**src/rtl/dp_alu.sv**
```systemverilog
module dp_alu #(
  parameter int WIDTH = 32
) (
  input  logic [3:0]       op_code,
  input  logic [WIDTH-1:0] src_a,
  input  logic [WIDTH-1:0] src_b,
  input  logic             shift_cout,
  input  logic             set_flags,
  input  logic [3:0]       flags_in,
  output logic [WIDTH-1:0] result,
  output logic             result_we,
  output logic [3:0]       flags_out
);
  localparam int MSB = WIDTH - 1;

  typedef enum logic [1:0] {CLS_LOGIC, CLS_ADD, CLS_SUB, CLS_RSB} flag_cls_e;

  flag_cls_e        cls;
  logic             carry_in;
  logic [WIDTH-1:0] add_x, add_y, logic_res;
  logic [WIDTH:0]   sum;
  logic             c_new, v_new;

  always_comb begin
    case (op_code)
      4'h2, 4'h6, 4'hA: cls = CLS_SUB;
      4'h3, 4'h7:       cls = CLS_RSB;
      4'h4, 4'h5, 4'hB: cls = CLS_ADD;
      default:          cls = CLS_LOGIC;
    endcase
  end

  always_comb begin
    case (op_code)
      4'h2, 4'h3, 4'hA: carry_in = 1'b1;
      4'h5, 4'h6, 4'h7: carry_in = flags_in[1];
      default:          carry_in = 1'b0;
    endcase
  end

  assign add_x = (cls == CLS_RSB) ? src_b : src_a;
  assign add_y = (cls == CLS_SUB) ? ~src_b :
                 (cls == CLS_RSB) ? ~src_a : src_b;
  assign sum   = {1'b0, add_x} + {1'b0, add_y} + {{WIDTH{1'b0}}, carry_in};

  always_comb begin
    case (op_code)
      4'h0, 4'h8: logic_res = src_a & src_b;
      4'h1, 4'h9: logic_res = src_a ^ src_b;
      4'hC:       logic_res = src_a | src_b;
      4'hD:       logic_res = src_b;
      4'hE:       logic_res = src_a & ~src_b;
      default:    logic_res = ~src_b;
    endcase
  end

  assign result    = (cls == CLS_LOGIC) ? logic_res : sum[MSB:0];
  assign result_we = (op_code[3:2] != 2'b10);

  assign c_new = (cls == CLS_LOGIC) ? shift_cout : sum[WIDTH];
  assign v_new = (cls == CLS_LOGIC) ? flags_in[0] :
                 ((add_x[MSB] == add_y[MSB]) && (sum[MSB] != add_x[MSB]));

  assign flags_out = set_flags ? {result[MSB], (result == '0), c_new, v_new} : flags_in;

  always_comb begin

    hold_chk: assert (set_flags || flags_out == flags_in);

    neg_chk: assert (!set_flags || flags_out[3] == result[MSB]);

    zero_chk: assert (!set_flags || flags_out[2] == (result == '0));

    logic_cv_chk: assert (!set_flags || cls != CLS_LOGIC ||
                          (flags_out[1] == shift_cout && flags_out[0] == flags_in[0]));

    cmp_we_chk: assert (!(op_code inside {4'h8, 4'h9, 4'hA, 4'hB}) || !result_we);

    sub_val_chk: assert (op_code != 4'h2 || result == src_a - src_b);

    rsb_val_chk: assert (op_code != 4'h3 || result == src_b - src_a);

    add_carry_chk: assert (!set_flags || op_code != 4'h4 || flags_out[1] == (result < src_a));
  end
endmodule

```
**config.mk**
```make
export PLATFORM = sky130hd
export DESIGN_NAME = dp_alu
export DESIGN_NICKNAME = d
export VERILOG_FILES = /design/src/rtl/dp_alu.sv
export SDC_FILE = /design/constraint.sdc
export NUM_CORES = 1
export LEC_CHECK = 0
export BUFFER_PORTS_ARGS = -buffer_cell sky130_fd_sc_hd__clkbuf_2
export CELL_PAD_IN_SITES_DETAIL_PLACEMENT = 1
export CELL_PAD_IN_SITES_GLOBAL_PLACEMENT = 2
export CORE_UTILIZATION = 31
export DETAILED_ROUTE_END_ITERATION = 8
export MAX_ROUTING_LAYER = met4
export PLACE_DENSITY_LB_ADDON = 0.1
export SLEW_MARGIN = 20
export SYNTH_ARGS = -nofsm -noshare
export SYNTH_HDL_FRONTEND = slang
export SYNTH_SLANG_ARGS = --single-unit
```
**constraint.sdc**
```tcl
create_clock -name vclk -period 7.7
set_clock_uncertainty 0.05 [all_clocks]
set_input_delay 1.155 -clock vclk [all_inputs]
set_output_delay 1.155 -clock vclk [all_outputs]
set_load 0.05 [all_outputs]
```
==> results.md, run 1 <==
- Detail Placement HPWL: approximately 20,000 um
- Setup repair after global routing missed its margin: false
- Vert. Die Dim: 136 um
- Synthesis Warnings: 0
- Setup crit end kind: output port
- Total of buffers placed on input and output ports: 111
- CP max stage cell: fa_1
- Layout overhead on the synthesized area: 14.7%
- Number of inserted filler cells in the final layout: 2,326
- Crit-path max FO: 31
- Synth top area cells: ha_1 (14%), o21ai_0 (7.8%), nand2_1 (5.9%)
- Headroom to the max-slew limit: between 40 and 50%
- Routed wire length: 26,100 um
- Cell count after synthesis: 887
- Highest Clock Rate: around 140 MHz
- Number of gates resized after CTS: 0
- Detail-routed via count per cell: around 6.3
- Global placer's final weighted congestion: about 0.94
- Diodes inserted: 0
- Portion of the clock cycle consumed by the worst path in the final layout: between 90% and 100%
- Avg WL per Cell: between 20 and 25 um
- Post-layout net count: 1,082
- Sequential-to-total area share from yosys stat: 0%
- Number of hold violations in the final report: 0
- Final sum of negative setup slack: 0 ps
- Arrival time at the worst endpoint: approximately 6000 ps
- Post-Syn Nets: roughly 1,000
- Quantity of hold-fixing buffers added after cts: 0
- Die width: approximately 140 um
- Fraction of layout instances using a drive strength above 1: 16.7%
- Number of sequential cells in the layout: 0
- Dominant cell by count in the synthesized netlist: nand2_1
- Die area: about 18,000 um^2
- Synthesized area per cell: approximately 6.3 um^2
- Largest delay share family, worst path: simple AND/OR/NAND/NOR gates
- Total Power: 853 uW
- Core Box Area: roughly 17,000 um^2
- Sequential cell area in the final layout: 0 um^2
- Total GRT Usage: between 20% and 30%
- Synthesized area: about 5600 um^2
- Global-route wire length before repair: 40,700 um
- Commonest cells in the synthesized netlist: nand2_1 (88), o21ai_0 (87), nor2_1 (81)
- Largest net degree at the start of global routing: 94
- Maximum cell stage delay along the critical path: roughly 480 ps
- Vias after detailed routing: around 7,300
- Path class of the lowest-slack min-delay path: in -> out
- Starting utilization of the core area: 32.0%
- Remaining routing DRC violations: 0
- Area share of the largest cell type after synthesis: between 10% and 20%
- Data required time at the worst endpoint: roughly 6500 ps
- Pwr Density: between 100 and 150 nW/um^2
- Initial antenna violation count: 0
- Max-cap violations: 0
- Final count of pins violating max slew: 0
- Critical Setup Path Class: in -> out
- Num ports: 111
- Critical-path cell list: clkbuf_2, and2_4, nor3_2, buf_4, a221oi_1, fa_1, a21o_1, a221oi_2, xnor2_1, a2111o_1, nor3_1, nand4bb_1, nor4b_2, nand4b_1, o21ai_4, buf_12
- Static Leakage: between 2 and 3 nW
- Buffer count from post-CTS setup fixing: 0
- Total grt overflow: 0
- Startpoint kind of the worst setup timing path: input pin
- Post-route ant nets: 0
- First-pass detailed-route iteration total: 4
- Maximum vdd drop: approximately 0.000074 V
- Number of library cell types mapped by synthesis: between 80 and 90
- Bufs and invs on worst path: 3
- # clk buffers: 0
- Worst slack on hold paths: around 2600 ps
- Violation count after the first detailed-routing iteration: 526
- Worst Tran Pin Value: between 700 and 800 ps
- Outcome: finished, final reports clean
- Number of global-route vias before repair: ~7,300
- Site Rows: 48
- Clock period minus worst slack: ~7300 ps
- Largest area contributor in the synthesized netlist: ha_1
- Final setup vio count: 0
[final timing paths]
| check | cells past startpoint | slack, ps | to | start |
|---|---|---|---|---|
| max | 16 | 400 | flags_out[2] | op_code[3] |
| min | 4 | 2630 | flags_out[2] | flags_in[2] |
[worst min-delay path, cell delays in order]
cell,delay (ps)
clkbuf_2,80
nand2b_1,80
o21ai_4,80
buf_12,130
[layer usage]
metal	vias to the layer above	GRT usage, %	wire length [um]
met5	-	-	0
li1	3403	-	-
met1	3620	40.0	12300
met3	21	2.27	1610
met4	0	3.77	266
met2	250	46.6	12000
[power by group]
part	total (mW)	internal [mW]	switching [mW]
clock	0	0	0
combinational	0.853	0.283	0.570
sequential	0	0	0
[final cells by class]
type	instances	area (um^2)	share of cell area [%]
Multi-Input combinational cell	735	4990	78.2
Timing Repair Buffer	128	816	12.8
Inverter	78	293	4.59
Tap cell	225	282	4.41
[through the flow]
| stage | worst slack, ps | area (um^2) | util (%) | instances |
|---|---|---|---|---|
| finish | 398 | 6380 | 36.7 | 1166 |
| global route | 149 | 6380 | 36.7 | 1166 |
| CTS | 428 | 6380 | 36.7 | 1166 |
| detailed placement | 441 | 6380 | 36.7 | 1166 |
| global placement | 604 | 6380 | 36.6 | 1166 |
| floorplan | 31.8 | 5580 | - | 887 |
[cells by family (layout without fill, tap and decap cells)]
family / count (synthesis) / count (layout) / synth area share (%)
and+or+nand+nor: 277 / 277 / 23.7
muxes: 10 / 10 / 1.89
AOI/OAI and AO/OA: 334 / 334 / 40.9
buffers and inverters: 152 / 206 / 10.9
adders and majority gates: 65 / 65 / 14.9
xor gates and xnor gates: 49 / 49 / 7.71
[layout by cell type, fill, tap and decap left out, types with 6 or more instances in the layout]
cell / n
clkbuf_2: 103
buf_12: 9
inv_1: 77
nor3_1: 22
nand2_1: 88
o21a_1: 9
o31ai_1: 6
and3_1: 11
o21ai_0: 87
o211ai_1: 8
nand3_1: 21
nor2_1: 81
a31oi_1: 13
mux2i_1: 6
nand4_1: 10
xor2_1: 22
ha_1: 63
a311oi_1: 7
a211o_1: 8
nand2b_1: 6
a21oi_1: 58
a21o_1: 16
xnor2_1: 27
a211oi_1: 6
a221oi_1: 36
o22ai_1: 10
buf_4: 16
Power figures use the tool's default switching activity.
==> run 2: changes to the inputs <==
REMOVE_ABC_BUFFERS = 1   (was unset)
==> run 2 against run 1 <==
Net effect:
- critical path depth unchanged
- first-iteration DRC count grew 9.1%
- routed wire length is 1.8% higher
- via count is 1.4% lower
- non-clock buffer count is 6 higher
- largest cell class unchanged
- highest routed layer unchanged
==> results.md, run 2 (same netlist as run 1, synthesis figures left out) <==
- Outcome: finished, final reports clean
- HP Start: flags_in[0]
- Final WS setup: 409 ps (+10.6 ps)
- Die width: 136 um (unchanged)
- Number of global-route vias before repair: 7,146 (-2.5%)
- Met1 routing resource usage after global routing: 40.5% (+0.58 points)
- # clk buffers: 0 (unchanged)
- Final sum of negative setup slack: 0 ps (unchanged)
- Data required time at the worst endpoint: 6490 ps (about the same)
- Vert. Die Dim: 136 um (unchanged)
- Arrival time at the worst endpoint: 6090 ps (about the same)
- Largest net degree at the start of global routing: 52 (-45%)
- Vias after detailed routing: 7,195 (-1.4%)
- Fraction of layout instances using a drive strength above 1: 17.1% (+0.42 points)
- Endpoint of the worst hold-timing path: flags_out[0]
- Setup repair after global routing missed its margin: false
- First-pass detailed-route iteration total: 5 (+1)
- Number of sequential cells in the layout: 0 (unchanged)
- Met2 Use GR: 46.2% (-0.31 points)
- Total of buffers placed on input and output ports: 111 (unchanged)
- Routed wire length: 26,600 um (+1.8%)
- Leading cell types in the layout, fill and taps excluded: clkbuf_2 (106), nand2_1 (88), o21ai_0 (87)
- Avg WL per Cell: 22.7 um (+1.3%)
- Final setup vio count: 0 (unchanged)
- Post-layout net count: 1,088 (+0.55%)
- Final count of pins violating max slew: 0 (unchanged)
- Launching instance or port of the critical path: op_code[0]
- Worst Tran Pin Value: 951 ps (+164 ps)
- Post-place setup slack: 430 ps (-11.1 ps)
- Setup crit end kind: output port
- Number of gates resized after CTS: 0 (unchanged)
- Total GRT Usage: 29.2% (+0.29 points)
- Die area: 18,500 um^2 (unchanged)
- Worst hold stages: 4 (unchanged)
- Total Power: 847 uW (-0.77%)
- Global placer's final weighted congestion: 0.929 (-1.2%)
- Core Box Area: 17,400 um^2 (unchanged)
- Layout overhead on the synthesized area: 14.2%
- Max-cap violations: 0 (unchanged)
- Startpoint kind of the worst setup timing path: input pin
- Post-route ant nets: 0 (unchanged)
- Path class of the lowest-slack min-delay path: in -> out
- Site Rows: 48 (unchanged)
- Most common cell after layout, fill and taps aside: clkbuf_2
- Buffer count from post-CTS setup fixing: 0 (unchanged)
- Worst slack on hold paths: 2690 ps (+56.8 ps)
- Crit-path max FO: 51 (+65%)
- Final cell area excluding filler cells: 6350 um^2 (-0.47%)
- Num ports: 111 (unchanged)
- Sequential cell area in the final layout: 0 um^2 (unchanged)
- Total grt overflow: 0 (unchanged)
- Number of hold violations in the final report: 0 (unchanged)
- Clock period minus worst slack: 7290 ps (-10.6 ps)
- Met3 track utilization from global routing: 2.46% (+0.19 points)
- Initial antenna violation count: 0 (unchanged)
- Diodes inserted: 0 (unchanged)
- Global-route wire length before repair: 40,600 um (-0.22%)
- Starting utilization of the core area: 32.0% (unchanged)
- Standard cell area after detailed placement: 6350 um^2 (-0.47%)
- Static Leakage: 2.89 nW (+0.16%)
- Critical Setup Path Class: in -> out
- Quantity of hold-fixing buffers added after cts: 0 (unchanged)
- Remaining routing DRC violations: 0 (unchanged)
- Detail-routed via count per cell: 6.14 (-1.9%)
- Global route hottest layer: met2
- Portion of the clock cycle consumed by the worst path in the final layout: 94.7% (-0.14 points)
- Maximum vdd drop: 0.0000654 V (-11%)
- Pwr Density: 133 nW/um^2 (-0.30%)
- Highest Clock Rate: 137 MHz (+0.15%)
- Detail Placement HPWL: 20,500 um (+3.8%)
- Headroom to the max-slew limit: 36.3% (-11 points)
- Violation count after the first detailed-routing iteration: 574 (+9.1%)
run 2: changes by cell type in the layout (fill, tap and decap cells not counted), sizes merged:
cell    delta
buf        +3
clkbuf     +3
run 2: stage by stage:
step / util [%] / instances
2_1_floorplan: - / 813
3_3_place_gp: 36.5 / 1172
3_5_place_dp: 36.5 / 1172
4_1_cts: 36.5 / 1172
5_1_grt: 36.5 / 1172
6_report: 36.5 / 1172
run 2: worst max path at each step:
stage / cells after the start / end
finish: 16 / flags_out[2]
global placement: 16 / flags_out[2]
detailed placement: 16 / flags_out[2]
global route: 16 / flags_out[2]
CTS: 16 / flags_out[2]
floorplan: 14 / flags_out[2]
run 2: layout make-up:
class | instances | area, um^2
multi-input combinational | 735 | 4980
timing repair buffer | 134 | 803
tap | 225 | 282
fill | 2299 | 11100
inverter | 78 | 293
run 2: report_power, final:
part | switching, mW | internal [mW] | total, mW
Sequential | 0 | 0 | 0
Clock | 0 | 0 | 0
Combinational | 0.572 | 0.275 | 0.847
Total | 0.572 | 0.275 | 0.847
run 2: worst max-delay path, stage by stage:
cell and delay (ps):
clkbuf_2 260, inv_1 160, nor3_2 330, buf_4 490, a221oi_1 240, fa_1 470
a21o_1 240, a221oi_2 520, o22a_2 300, mux2i_1 90, a21o_1 210, or4b_1 530
nor4b_2 370, nand4b_1 220, o21ai_1 300, buf_12 180
run 2: metal layers:
metal	part of all wire, %	wire (um)	vias to the layer above
met3	5.4	1450	28
li1	-	-	3415
met4	1.5	410	0
met5	0	0	-
met1	48	12800	3533
met2	45	12000	219
